File: src/rtl/hpf_pkg.sv
package hpf_pkg;
  // Number of samples in the filter window and of symmetric pairs
  localparam int unsigned HPF_TAPS  = 6;
  localparam int unsigned HPF_PAIRS = HPF_TAPS / 2;

  // Pair k is (k, TAPS-1-k); k=0 is the outer pair, k=2 the centre pair.
  // Weight = (pair << hi) + (two ? pair << lo : 0), negated when sub is set.
  function automatic int unsigned step_sh_hi(int unsigned k);
    case (k)
      0:       return 0;  // weight 1
      1:       return 2;  // 4 of weight 5
      default: return 4;  // 16 of weight 20
    endcase
  endfunction

  function automatic int unsigned step_sh_lo(int unsigned k);
    case (k)
      0:       return 0;
      1:       return 0;  // 1 of weight 5
      default: return 2;  // 4 of weight 20
    endcase
  endfunction

  function automatic bit step_two(int unsigned k);
    return k != 0;
  endfunction

  function automatic bit step_sub(int unsigned k);
    return k == 1;
  endfunction
endpackage

File: src/rtl/hpf_window.sv
module hpf_window #(
  parameter int unsigned SAMPLE_W = 8,
  parameter int unsigned TAPS     = 6
) (
  input  logic                           clk,
  input  logic                           rst_n,
  input  logic                           push,
  input  logic [SAMPLE_W-1:0]            din,
  output logic [TAPS-1:0][SAMPLE_W-1:0]  win_nxt,
  output logic                           last_fill
);
  localparam int unsigned CNT_W = $clog2(TAPS);
  localparam logic [CNT_W-1:0] CNT_TOP = CNT_W'(TAPS - 1);

  logic [TAPS-1:0][SAMPLE_W-1:0] taps_q;
  logic [CNT_W-1:0]              fill_q;

  // Index 0 holds the oldest sample, TAPS-1 the newest.
  for (genvar i = 0; i < TAPS - 1; i++) begin : g_shift
    assign win_nxt[i] = taps_q[i+1];
  end
  assign win_nxt[TAPS-1] = din;

  // High when the sample being pushed completes a full window
  assign last_fill = (fill_q == CNT_TOP);

  always_ff @(posedge clk or negedge rst_n) begin
    if (!rst_n) begin
      taps_q <= '0;
      fill_q <= '0;
    end else if (push) begin
      taps_q <= win_nxt;
      if (fill_q != CNT_TOP) fill_q <= fill_q + 1'b1;
    end
  end
endmodule

File: src/rtl/hpf_pair_step.sv
module hpf_pair_step #(
  parameter int unsigned SAMPLE_W = 8,
  parameter int unsigned ACC_W    = 16,
  parameter int unsigned SH_HI    = 0,
  parameter int unsigned SH_LO    = 0,
  parameter bit          TWO      = 1'b0,
  parameter bit          SUB      = 1'b0
) (
  input  logic [SAMPLE_W-1:0]      a,
  input  logic [SAMPLE_W-1:0]      b,
  input  logic signed [ACC_W-1:0]  acc_in,
  output logic signed [ACC_W-1:0]  acc_out
);
  logic signed [ACC_W-1:0] pair_s;
  logic signed [ACC_W-1:0] term;

  assign pair_s = $signed({{(ACC_W-SAMPLE_W){1'b0}}, a})
                + $signed({{(ACC_W-SAMPLE_W){1'b0}}, b});

  if (TWO) begin : g_two
    assign term = (pair_s <<< SH_HI) + (pair_s <<< SH_LO);
  end else begin : g_one
    assign term = pair_s <<< SH_HI;
  end

  if (SUB) begin : g_sub
    assign acc_out = acc_in - term;
  end else begin : g_add
    assign acc_out = acc_in + term;
  end
endmodule

File: src/rtl/hpf_round_clamp.sv
module hpf_round_clamp #(
  parameter int unsigned ACC_W = 16,
  parameter int unsigned OUT_W = 8,
  parameter int unsigned SH    = 5
) (
  input  logic signed [ACC_W-1:0] acc,
  output logic [OUT_W-1:0]        q
);
  localparam logic signed [ACC_W-1:0] RND  = ACC_W'(1) <<< (SH - 1);
  localparam logic signed [ACC_W-1:0] MAXV = ACC_W'((1 << OUT_W) - 1);

  logic signed [ACC_W-1:0] scaled;

  assign scaled = (acc + RND) >>> SH;

  always_comb begin
    if (scaled < 0)         q = '0;
    else if (scaled > MAXV) q = '1;
    else                    q = scaled[OUT_W-1:0];
  end
endmodule

File: src/rtl/halfpel_fir6.sv
module halfpel_fir6 #(
  parameter int unsigned SAMPLE_W = 8,
  parameter int unsigned SCALE_SH = 5
) (
  input  logic                clk,
  input  logic                rst_n,
  input  logic                in_valid,
  output logic                in_ready,
  input  logic [SAMPLE_W-1:0] in_data,
  output logic                out_valid,
  input  logic                out_ready,
  output logic [SAMPLE_W-1:0] out_data
);
  import hpf_pkg::*;

  // 20*2*max sample needs SAMPLE_W+6 bits plus sign; one spare bit
  localparam int unsigned ACC_W = SAMPLE_W + 8;
  localparam int unsigned TAPS  = HPF_TAPS;
  localparam int unsigned PAIRS = HPF_PAIRS;

  logic                          accept;
  logic                          last_fill;
  logic [TAPS-1:0][SAMPLE_W-1:0] win_nxt;
  logic signed [ACC_W-1:0]       chain [0:PAIRS];
  logic [SAMPLE_W-1:0]           filt_q;

  assign in_ready = !out_valid || out_ready;
  assign accept   = in_valid && in_ready;

  hpf_window #(.SAMPLE_W(SAMPLE_W), .TAPS(TAPS)) u_win (
    .clk      (clk),
    .rst_n    (rst_n),
    .push     (accept),
    .din      (in_data),
    .win_nxt  (win_nxt),
    .last_fill(last_fill)
  );

  // Outer pair first, centre pair last, all into one accumulator chain
  assign chain[0] = '0;
  for (genvar k = 0; k < PAIRS; k++) begin : g_step
    hpf_pair_step #(
      .SAMPLE_W(SAMPLE_W),
      .ACC_W   (ACC_W),
      .SH_HI   (step_sh_hi(k)),
      .SH_LO   (step_sh_lo(k)),
      .TWO     (step_two(k)),
      .SUB     (step_sub(k))
    ) u_step (
      .a      (win_nxt[k]),
      .b      (win_nxt[TAPS-1-k]),
      .acc_in (chain[k]),
      .acc_out(chain[k+1])
    );
  end

  hpf_round_clamp #(.ACC_W(ACC_W), .OUT_W(SAMPLE_W), .SH(SCALE_SH)) u_sat (
    .acc(chain[PAIRS]),
    .q  (filt_q)
  );

  always_ff @(posedge clk or negedge rst_n) begin
    if (!rst_n) begin
      out_valid <= 1'b0;
      out_data  <= '0;
    end else if (accept && last_fill) begin
      out_valid <= 1'b1;
      out_data  <= filt_q;
    end else if (out_ready) begin
      out_valid <= 1'b0;
    end
  end
endmodule

File: config.mk
export PLATFORM = sky130hd
export DESIGN_NAME = halfpel_fir6
export DESIGN_NICKNAME = d
export VERILOG_FILES = /design/src/rtl/hpf_pkg.sv /design/src/rtl/hpf_window.sv /design/src/rtl/hpf_pair_step.sv /design/src/rtl/hpf_round_clamp.sv /design/src/rtl/halfpel_fir6.sv
export SDC_FILE = /design/constraint.sdc
export NUM_CORES = 1
export LEC_CHECK = 0
export BUFFER_PORTS_ARGS = -buffer_cell sky130_fd_sc_hd__buf_4
export CAP_MARGIN = 20
export CORE_MARGIN = 4
export CORE_UTILIZATION = 40
export CTS_CLUSTER_DIAMETER = 50
export DETAILED_ROUTE_END_ITERATION = 8
export GPL_TIMING_DRIVEN = 0
export SLEW_MARGIN = 20
export SYNTH_ARGS = -nofsm -noshare
export SYNTH_HDL_FRONTEND = slang
export SYNTH_SLANG_ARGS = --single-unit
File: constraint.sdc
create_clock -name clk -period 8.43 [get_ports clk]
set_input_delay 2.1075 -clock clk [delete_from_list [all_inputs] [get_ports clk]]
set_output_delay 2.1075 -clock clk [all_outputs]
set_load 0.02 [all_outputs]
==> results of run 1 <==
-- final cells by class --
class	count	area, µm²	area share
Sequential cell	52	1300	0.278
Clock inverter	2	16.3	0.00348
Inverter	49	184	0.0393
Tap cell	136	170	0.0364
Clock buffer	6	72.6	0.0155
Multi-Input combinational cell	360	2720	0.581
Timing Repair Buffer	21	158	0.0337
Buffer	11	56.3	0.0120
-- critical path, cell delays in order --
cell and delay (ns):
buf_4 0.11, ha_1 0.28, a21o_1 0.16, a21oi_1 0.23, nand2b_1 0.14, a21boi_0 0.13
o41a_1 0.36, xnor2_1 0.15, fa_1 0.48, inv_1 0.05, fa_1 0.50, fa_1 0.49
ha_1 0.31, buf_6 0.14, a21oi_1 0.13, nand2_1 0.06, a21oi_1 0.24, o31ai_4 0.15
a311oi_2 0.59, a311oi_1 0.09
-- logic make-up (layout without fill, tap and decap cells) --
family	Yosys count	count (layout)	synth area share
adders and majority gates	74	74	0.258
buffers and inverters	60	89	0.0564
AOI/OAI and AO/OA	74	74	0.137
xor gates and xnor gates	29	29	0.0614
DFF	52	52	0.306
and+or+nand+nor	183	183	0.182
-- registers in the layout, indices dropped and copies added, names as in the netlist --
name / flops
out_data: 8
out_valid: 1
u_win.win_nxt: 40
u_win.fill_q: 3
-- metrics by stage --
stage	util	setup slack, ns	instances	area, µm²	hold WS [ns]
final	0.453	1.65	637	4670	0.491
after global routing	0.453	1.37	637	4670	0.514
after CTS	0.453	1.66	637	4670	0.493
after detailed placement	0.444	1.35	629	4590	0.467
after global placement	0.444	1.38	629	4590	0.467
after floorplan	-	1.89	472	4260	0.450
-- per-layer routing --
| layer | routed length, µm | share of wire | track usage |
|---|---|---|---|
| met1 | 4200 | 0.50 | 0.205 |
| met2 | 3860 | 0.46 | 0.226 |
| met3 | 340 | 0.040 | 0.0235 |
| met4 | 55 | 0.0065 | 0.0219 |
| met5 | 0 | 0 | 0 |
-- final timing paths --
check | to | startpoint
worst max-delay path | out_data[0]$_DFFE_PN0P_ | in_data[1]
worst min-delay path | u_win.win_nxt[3]$_DFFE_PN0P_ | u_win.win_nxt[3]$_DFFE_PN0P_
worst max register to register | out_data[6]$_DFFE_PN0P_ | u_win.win_nxt[32]$_DFFE_PN0P_
worst min register to register | u_win.win_nxt[3]$_DFFE_PN0P_ | u_win.win_nxt[3]$_DFFE_PN0P_
max in group asynchronous | u_win.win_nxt[21]$_DFFE_PN0P_ | rst_n
min in group asynchronous | u_win.win_nxt[25]$_DFFE_PN0P_ | rst_n
-- layout by cell type, fill, tap and decap left out, types with 3 or more instances in the layout --
master / netlist / routed
xor2_1: 12 / 12
clkbuf_1: 6 / 7
buf_4: 0 / 21
a21o_1: 8 / 8
nor2_1: 25 / 25
dfrtp_1: 52 / 52
nor2b_1: 5 / 5
ha_1: 51 / 51
a311oi_1: 7 / 7
o41a_1: 3 / 3
o21a_1: 4 / 4
o21bai_1: 3 / 3
clkbuf_8: 0 / 5
nand2_1: 126 / 126
a21oi_1: 17 / 17
inv_1: 48 / 48
nand2b_1: 7 / 7
nor3_1: 6 / 6
fa_1: 23 / 23
nand3_1: 3 / 3
xnor2_1: 16 / 16
o21ai_0: 11 / 11
o21ai_1: 3 / 3
buf_1: 3 / 3
==> results.json, run 1 <==
{
  "fin_nets": 586,
  "core_um2": 10300,
  "path_class": "in -> reg",
  "die-area_um2": 12400,
  "synth_top_area_cell": "dfrtp_1",
  "hold_violations": 0,
  "synth_area_um2": 4260,
  "dr.pass1.iters": 6,
  "postRouteWirelength_um": 8450,
  "ys_seq_area_frac": 0.306,
  "maxSlewViolCount": 0,
  "grt_setup_unrepaired": "no",
  "finalSetupViolations": 0,
  "clk_pin_slew_ns": 0.10,
  "antenna_found_initial": 0,
  "cts_tree": "done",
  "period_minus_slack_ns": 6.78,
  "h-tree-depth": 2,
  "cp.arrival_ns": 6.93,
  "status": "finished, final reports clean",
  "ys_warn_count": 0,
  "drive_gt1_frac": 0.0898,
  "rrSetupSlack_ns": 2.84,
  "ioPinCount": 22,
  "area_growth_pct": 9.79,
  "grt_max_degree": 53,
  "syn_avg_cell_area_um2": 9.02,
  "synth_top_area_share": 0.306,
  "critical_path_peak_fanout": 9,
  "synth.most_common_cell": "nand2_1",
  "io_buffers": 21,
  "async_reset_ff_frac": 1.00,
  "post_cts_buffers": 0,
  "r2r_cells": 21,
  "clock-sinks": 52,
  "synth_common_cells": "nand2_1 (126), dfrtp_1 (52), ha_1 (51)",
  "grt_pass1_vias": 3073,
  "period_share": 0.804,
  "insertedDiodeCount": 0,
  "holdCritPathClass": "reg -> reg",
  "dp_hpwl_um": 6920,
  "grtUsageTotal": 0.141,
  "cts_resized": 0,
  "insertion_delay_ns": 0.31,
  "drt_drc_violations_left": 0,
  "fp.dieW_um": 111,
  "crit_required_ns": 8.58,
  "gp_congestion": 0.831,
  "synth_edf_count": 0,
  "numCtsBuffers": 5,
  "syn_inst": 472,
  "vias": 3164,
  "synth-seq-cells": 52,
  "crit_path_end_kind": "register",
  "clockBufferDepth": 2,
  "synth_ff_type": "dfrtp_1",
  "viasPerCell": 4.97,
  "wl_per_cell_um": 13.3,
  "syn-num-nets": 558,
  "core.rowCount": 37,
  "grt_pass1_wl_um": 14700,
  "max_freq_ghz": 0.148,
  "hold-path-cell-count": 2,
  "netlist_top_cells_area": "dfrtp_1 (31%), ha_1 (15%), nand2_1 (11%)",
  "postRouteAntennaNets": 0,
  "ctsHoldBuffers": 0,
  "die_h_um": 111,
  "slew_headroom": 0.558,
  "worst_pin_slew_ns": 0.662,
  "maxCapViolCount": 0,
  "fin_tns_setup_ns": 0,
  "synth.distinct_cells": 48,
  "grt_overflow": 0,
  "fill_cells": 1006,
  "cts_root_buf": "clkbuf_8",
  "startpoint_type": "primary input",
  "drtIter0Drc": 129,
  "clock_skew_ns": 0.0153,
  "initial_utilization": 0.412
}
Power of run 1 is left out: the tool's default activity adds up to more than one toggle a clock period on the data nets, which glitch-free logic cannot reach.
==> run 2, diff against run 1 <==
- clock period: 8.43 -> 6.3 ns (I/O delays scaled with it)
==> run 2 against run 1 <==
- non-clock buffer count up 1
- register-to-register slack worse by 1.9 ns
- routed wire length up 0.88%
- via count about the same
- critical path type unchanged
==> results.json, run 2 (synthesized netlist as in run 1, its figures left out) <==
{
  "status": "finished, final reports clean",
  "period_minus_slack_ns": 6.03,
  "drtIter0Drc": 156,
  "antenna_found_initial": 0,
  "drive_gt1_frac": 0.0976,
  "ioPinCount": 22,
  "dr.pass1.iters": 4,
  "gp_congestion": 0.831,
  "insertion_delay_ns": 0.31,
  "grt_overflow": 0,
  "die_h_um": 111,
  "maxSlewViolCount": 0,
  "layout_common_cells": "nand2_1 (126), dfrtp_1 (52), ha_1 (50)",
  "crit_path_end_kind": "register",
  "path_class": "in -> reg",
  "largest_reg_flops": 40,
  "clockBufferDepth": 2,
  "cp_common_cell": "fa_1",
  "final_common_cell": "nand2_1",
  "critical-path-top-delay-family": "adder cells",
  "wl_per_cell_um": 13.4,
  "critical_path_peak_fanout": 9,
  "clk_pin_slew_ns": 0.10,
  "finalSetupViolations": 0,
  "min_from": "u_win.win_nxt[3]$_DFFE_PN0P_",
  "startpoint_type": "primary input",
  "grtUsageTotal": 0.141,
  "dpl_worst_slack_ns": -0.249,
  "max_freq_ghz": 0.166,
  "crit-reg2reg-capture": "out_data[6]$_DFFE_PN0P_",
  "clock_skew_ns": 0.0145,
  "fin_nets": 587,
  "h-tree-depth": 2,
  "drt_drc_violations_left": 0,
  "cp_slowest_cell": "fa_1",
  "initial_utilization": 0.412,
  "core.rowCount": 37,
  "insertedDiodeCount": 0,
  "fp.dieW_um": 111,
  "critPathMaxStageDelay_ns": 0.50,
  "viasPerCell": 4.96,
  "register_area_um2": 1300,
  "whs_ns": 0.491,
  "maxCapViolCount": 0,
  "r2r_cells": 22,
  "rrSetupSlack_ns": 0.89,
  "setup_ws_ns": 0.269,
  "cts_tree": "done",
  "vias": 3166,
  "postRouteAntennaNets": 0,
  "holdCritPathClass": "reg -> reg",
  "min_to": "u_win.win_nxt[3]$_DFFE_PN0P_",
  "worst_pin_slew_ns": 0.659,
  "cts_root_buf": "clkbuf_8",
  "crit_required_ns": 6.51,
  "postRouteWirelength_um": 8530,
  "hold_violations": 0,
  "io_buffers": 21,
  "grt_max_degree": 53,
  "fill_cells": 1001,
  "hold-path-cell-count": 2,
  "grt_pass1_vias": 3073,
  "numCtsBuffers": 5,
  "cp.depth": 21,
  "path_cells": "buf_4, ha_1, a21o_1, a21oi_2, nand2b_1, a21boi_0, o41a_1, xnor2_1, fa_1, inv_1, fa_1, fa_1, ha_1, buf_6, a211oi_2, nor2_1, o21a_1, nor3_2, xnor2_2, buf_4, a311oi_2",
  "multiInputGateArea_um2": 2750,
  "core_um2": 10300,
  "critPathBufInv": 4,
  "dp_hpwl_um": 6920,
  "area_growth_pct": 10.8,
  "slew_headroom": 0.561,
  "grt_pass1_wl_um": 14700,
  "fin_tns_setup_ns": 0,
  "period_share": 0.957,
  "grt_setup_unrepaired": "no",
  "die-area_um2": 12400,
  "clock-sinks": 52,
  "cp.arrival_ns": 6.24,
  "r2r-start": "u_win.win_nxt[32]$_DFFE_PN0P_",
  "utilization": 0.457
}
-- run 2: changes by cell type in the layout (fill, tap and decap cells not counted) --
cell,previous run,this run
a21oi_1,17,16
a21oi_2,0,1
a311oi_1,7,6
a311oi_4,0,1
buf_4,21,22
ha_1,51,50
ha_4,0,1
-- run 2: metrics by stage --
step | instance area [µm²] | cells
4_1_cts | 4670 | 637
3_5_place_dp | 4590 | 629
5_1_grt | 4720 | 638
2_1_floorplan | 4260 | 472
3_3_place_gp | 4590 | 629
6_report | 4720 | 638
-- run 2: what timing repair did --
item | CTS | global route
hold buffers | 0 | 0
setup buffers | 0 | 1
gates resized for setup | 0 | 5
setup endpoints to repair | 0 | 8
-- run 2: how the worst max path moves through the flow --
stage,start,to,slack [ns]
after CTS,in_data[1],out_data[6]$_DFFE_PN0P_,0.06
final,in_data[1],out_data[6]$_DFFE_PN0P_,0.27
after global placement,in_data[1],out_data[0]$_DFFE_PN0P_,-0.21
after detailed placement,in_data[1],out_data[6]$_DFFE_PN0P_,-0.25
after floorplan,in_data[1],out_data[6]$_DFFE_PN0P_,0.29
after global routing,in_data[0],out_data[7]$_DFFE_PN0P_,0.02
-- run 2: cell type report --
type / count / area share
inverters: 49 / 0.0390
flip-flops and latches: 52 / 0.276
clock inverters: 2 / 0.00345
well taps: 136 / 0.0361
repair buffers: 22 / 0.0350
clock buffers: 6 / 0.0154
multi-input cells: 360 / 0.583
plain buffers: 11 / 0.0119
-- run 2: routing by layer --
metal / global-route usage / share of wire / routed length, µm / vias up
met5: 0 / 0 / 0 / -
met4: 0.0219 / 0.0054 / 46 / 0
met3: 0.0235 / 0.033 / 278 / 4
met2: 0.226 / 0.46 / 3910 / 45
met1: 0.205 / 0.50 / 4290 / 1502
li1: - / - / - / 1615
-- run 2: worst reg2reg max path, delay by kind of cell (launching register included) --
family          cells  cell delay, ns
fa+ha+maj           6            2.51
xor+xnor            2            0.42
buf+inv             5            0.43
compound gates      6            1.15
flops               1            0.43
simple gates        3            0.38
Power of run 2 is left out for the same reason.
==> run 3, diff against run 2 <==
- CORE_UTILIZATION: 40 -> 25
- TNS_END_PERCENT: not set -> 20
==> run 3 against run 2 <==
- register-to-register slack barely moved
- die area rose by 55%
- via count fell by 0.47%
- sequential share of layout area fell by 1.2 points
- critical path depth did not move
==> results.json, run 3 (synthesized netlist as in run 1, its figures left out) <==
{
  "dp_hpwl_um": 7100,
  "rrSetupSlack_ns": 0.89,
  "area_growth_pct": 15.9,
  "critPathMaxStageDelay_ns": 0.55,
  "status": "finished, final reports clean",
  "initial_utilization": 0.256,
  "die_h_um": 139,
  "startpoint_type": "primary input",
  "clock_skew_ns": 0.0109,
  "r2r-start": "u_win.win_nxt[32]$_DFFE_PN0P_",
  "period_minus_slack_ns": 6.07,
  "min_to": "u_win.win_nxt[3]$_DFFE_PN0P_",
  "io_buffers": 21,
  "path_cells": "buf_4, ha_1, a21o_1, a21oi_2, nand2b_1, a21boi_1, o41a_1, xnor2_2, fa_1, inv_1, fa_1, fa_1, ha_1, buf_6, a211oi_2, nor2_2, o21a_1, nor3_2, xnor2_2, buf_4, a311oi_2",
  "finalNonFillerCells": 723,
  "cp_slowest_cell": "fa_1",
  "finalSetupViolations": 0,
  "layout_common_cells": "nand2_1 (126), dfrtp_1 (52), ha_1 (50)",
  "holdCritPathClass": "reg -> reg",
  "register_area_um2": 1300,
  "cts_tree": "done",
  "cts_root_buf": "clkbuf_16",
  "numCtsBuffers": 5,
  "whs_ns": 0.484,
  "clock-sinks": 52,
  "viasPerCell": 4.36,
  "gp_congestion": 0.756,
  "dr.pass1.iters": 4,
  "path_class": "in -> reg",
  "grt_max_degree": 53,
  "maxSlewViolCount": 0,
  "drive_gt1_frac": 0.117,
  "final_common_cell": "nand2_1",
  "clk_pin_slew_ns": 0.07,
  "insertion_delay_ns": 0.29,
  "die-area_um2": 19200,
  "largest_reg_flops": 40,
  "crit_required_ns": 6.49,
  "grt_pass1_vias": 2957,
  "max_freq_ghz": 0.165,
  "drt_drc_violations_left": 0,
  "postRouteAntennaNets": 0,
  "antenna_found_initial": 0,
  "crit-reg2reg-capture": "out_data[6]$_DFFE_PN0P_",
  "grt_pass1_wl_um": 14700,
  "ioPinCount": 22,
  "grt_overflow": 0,
  "r2r_cells": 22,
  "critical_path_peak_fanout": 9,
  "dp_cells": 713,
  "vias": 3151,
  "clockBufferDepth": 2,
  "drtIter0Drc": 163,
  "period_share": 0.963,
  "hold_violations": 0,
  "h-tree-depth": 2,
  "crit_path_end_kind": "register",
  "insertedDiodeCount": 0,
  "wl_per_cell_um": 12.2,
  "fin_tns_setup_ns": 0,
  "multiInputGateArea_um2": 2790,
  "fill_cells": 1743,
  "maxCapViolCount": 0,
  "min_from": "u_win.win_nxt[3]$_DFFE_PN0P_",
  "hold-path-cell-count": 2,
  "postRouteWirelength_um": 8840,
  "cp.arrival_ns": 6.26,
  "critical-path-top-delay-family": "adder cells",
  "cp_common_cell": "fa_1",
  "slew_headroom": 0.551,
  "worst_pin_slew_ns": 0.674,
  "core_um2": 16600,
  "critPathBufInv": 4,
  "core.rowCount": 47,
  "fp.dieW_um": 139,
  "grtUsageTotal": 0.0918,
  "fin_nets": 588
}
-- run 3: layer usage --
layer / part of all wire / track usage / vias up
met1: 0.50 / 0.131 / 1482
met4: 0.011 / 0.0156 / 0
met5: 0 / 0 / -
met3: 0.039 / 0.0242 / 6
li1: - / - / 1621
met2: 0.45 / 0.143 / 42
-- run 3: tightest hold or removal path, cell delays in order, from the launching register on --
cell and delay, ns:
dfrtp_1 0.35, nand2_1 0.05, nand2_1 0.06
-- run 3: final cells by class --
| cell class | instances | share of cell area |
|---|---|---|
| inverters | 49 | 0.0373 |
| plain buffers | 11 | 0.0114 |
| clock inverters | 2 | 0.00279 |
| clock buffers | 6 | 0.0281 |
| repair buffers | 23 | 0.0350 |
| multi-input cells | 360 | 0.566 |
| flip-flops and latches | 52 | 0.264 |
| well taps | 220 | 0.0558 |
-- run 3: through the flow --
step	util	area, µm²	setup slack (ns)
finish	0.297	4940	0.232
global route	0.297	4940	-0.0326
CTS	0.292	4850	0.0603
detailed placement	0.282	4690	-0.355
global placement	0.282	4690	-0.315
floorplan	-	4260	0.290
-- run 3: worst max path at each step --
stage | start | to | slack, ns | depth (start not counted)
after floorplan | in_data[1] | out_data[6]$_DFFE_PN0P_ | 0.29 | 19
after detailed placement | in_data[1] | out_data[2]$_DFFE_PN0P_ | -0.36 | 20
final | in_data[1] | out_data[6]$_DFFE_PN0P_ | 0.23 | 21
after global routing | in_data[1] | out_data[7]$_DFFE_PN0P_ | -0.03 | 21
after CTS | in_data[0] | out_data[2]$_DFFE_PN0P_ | 0.06 | 23
after global placement | in_data[1] | out_data[7]$_DFFE_PN0P_ | -0.31 | 20
-- run 3: timing repair --
action,CTS,global route
buffers inserted,0,2
hold buffers,0,0
cloned,0,0
pin swaps,0,9
resized for setup,1,14
endpoints found under the hold margin,0,0
endpoints found under the setup margin,8,8
Power of run 3 is left out for the same reason.
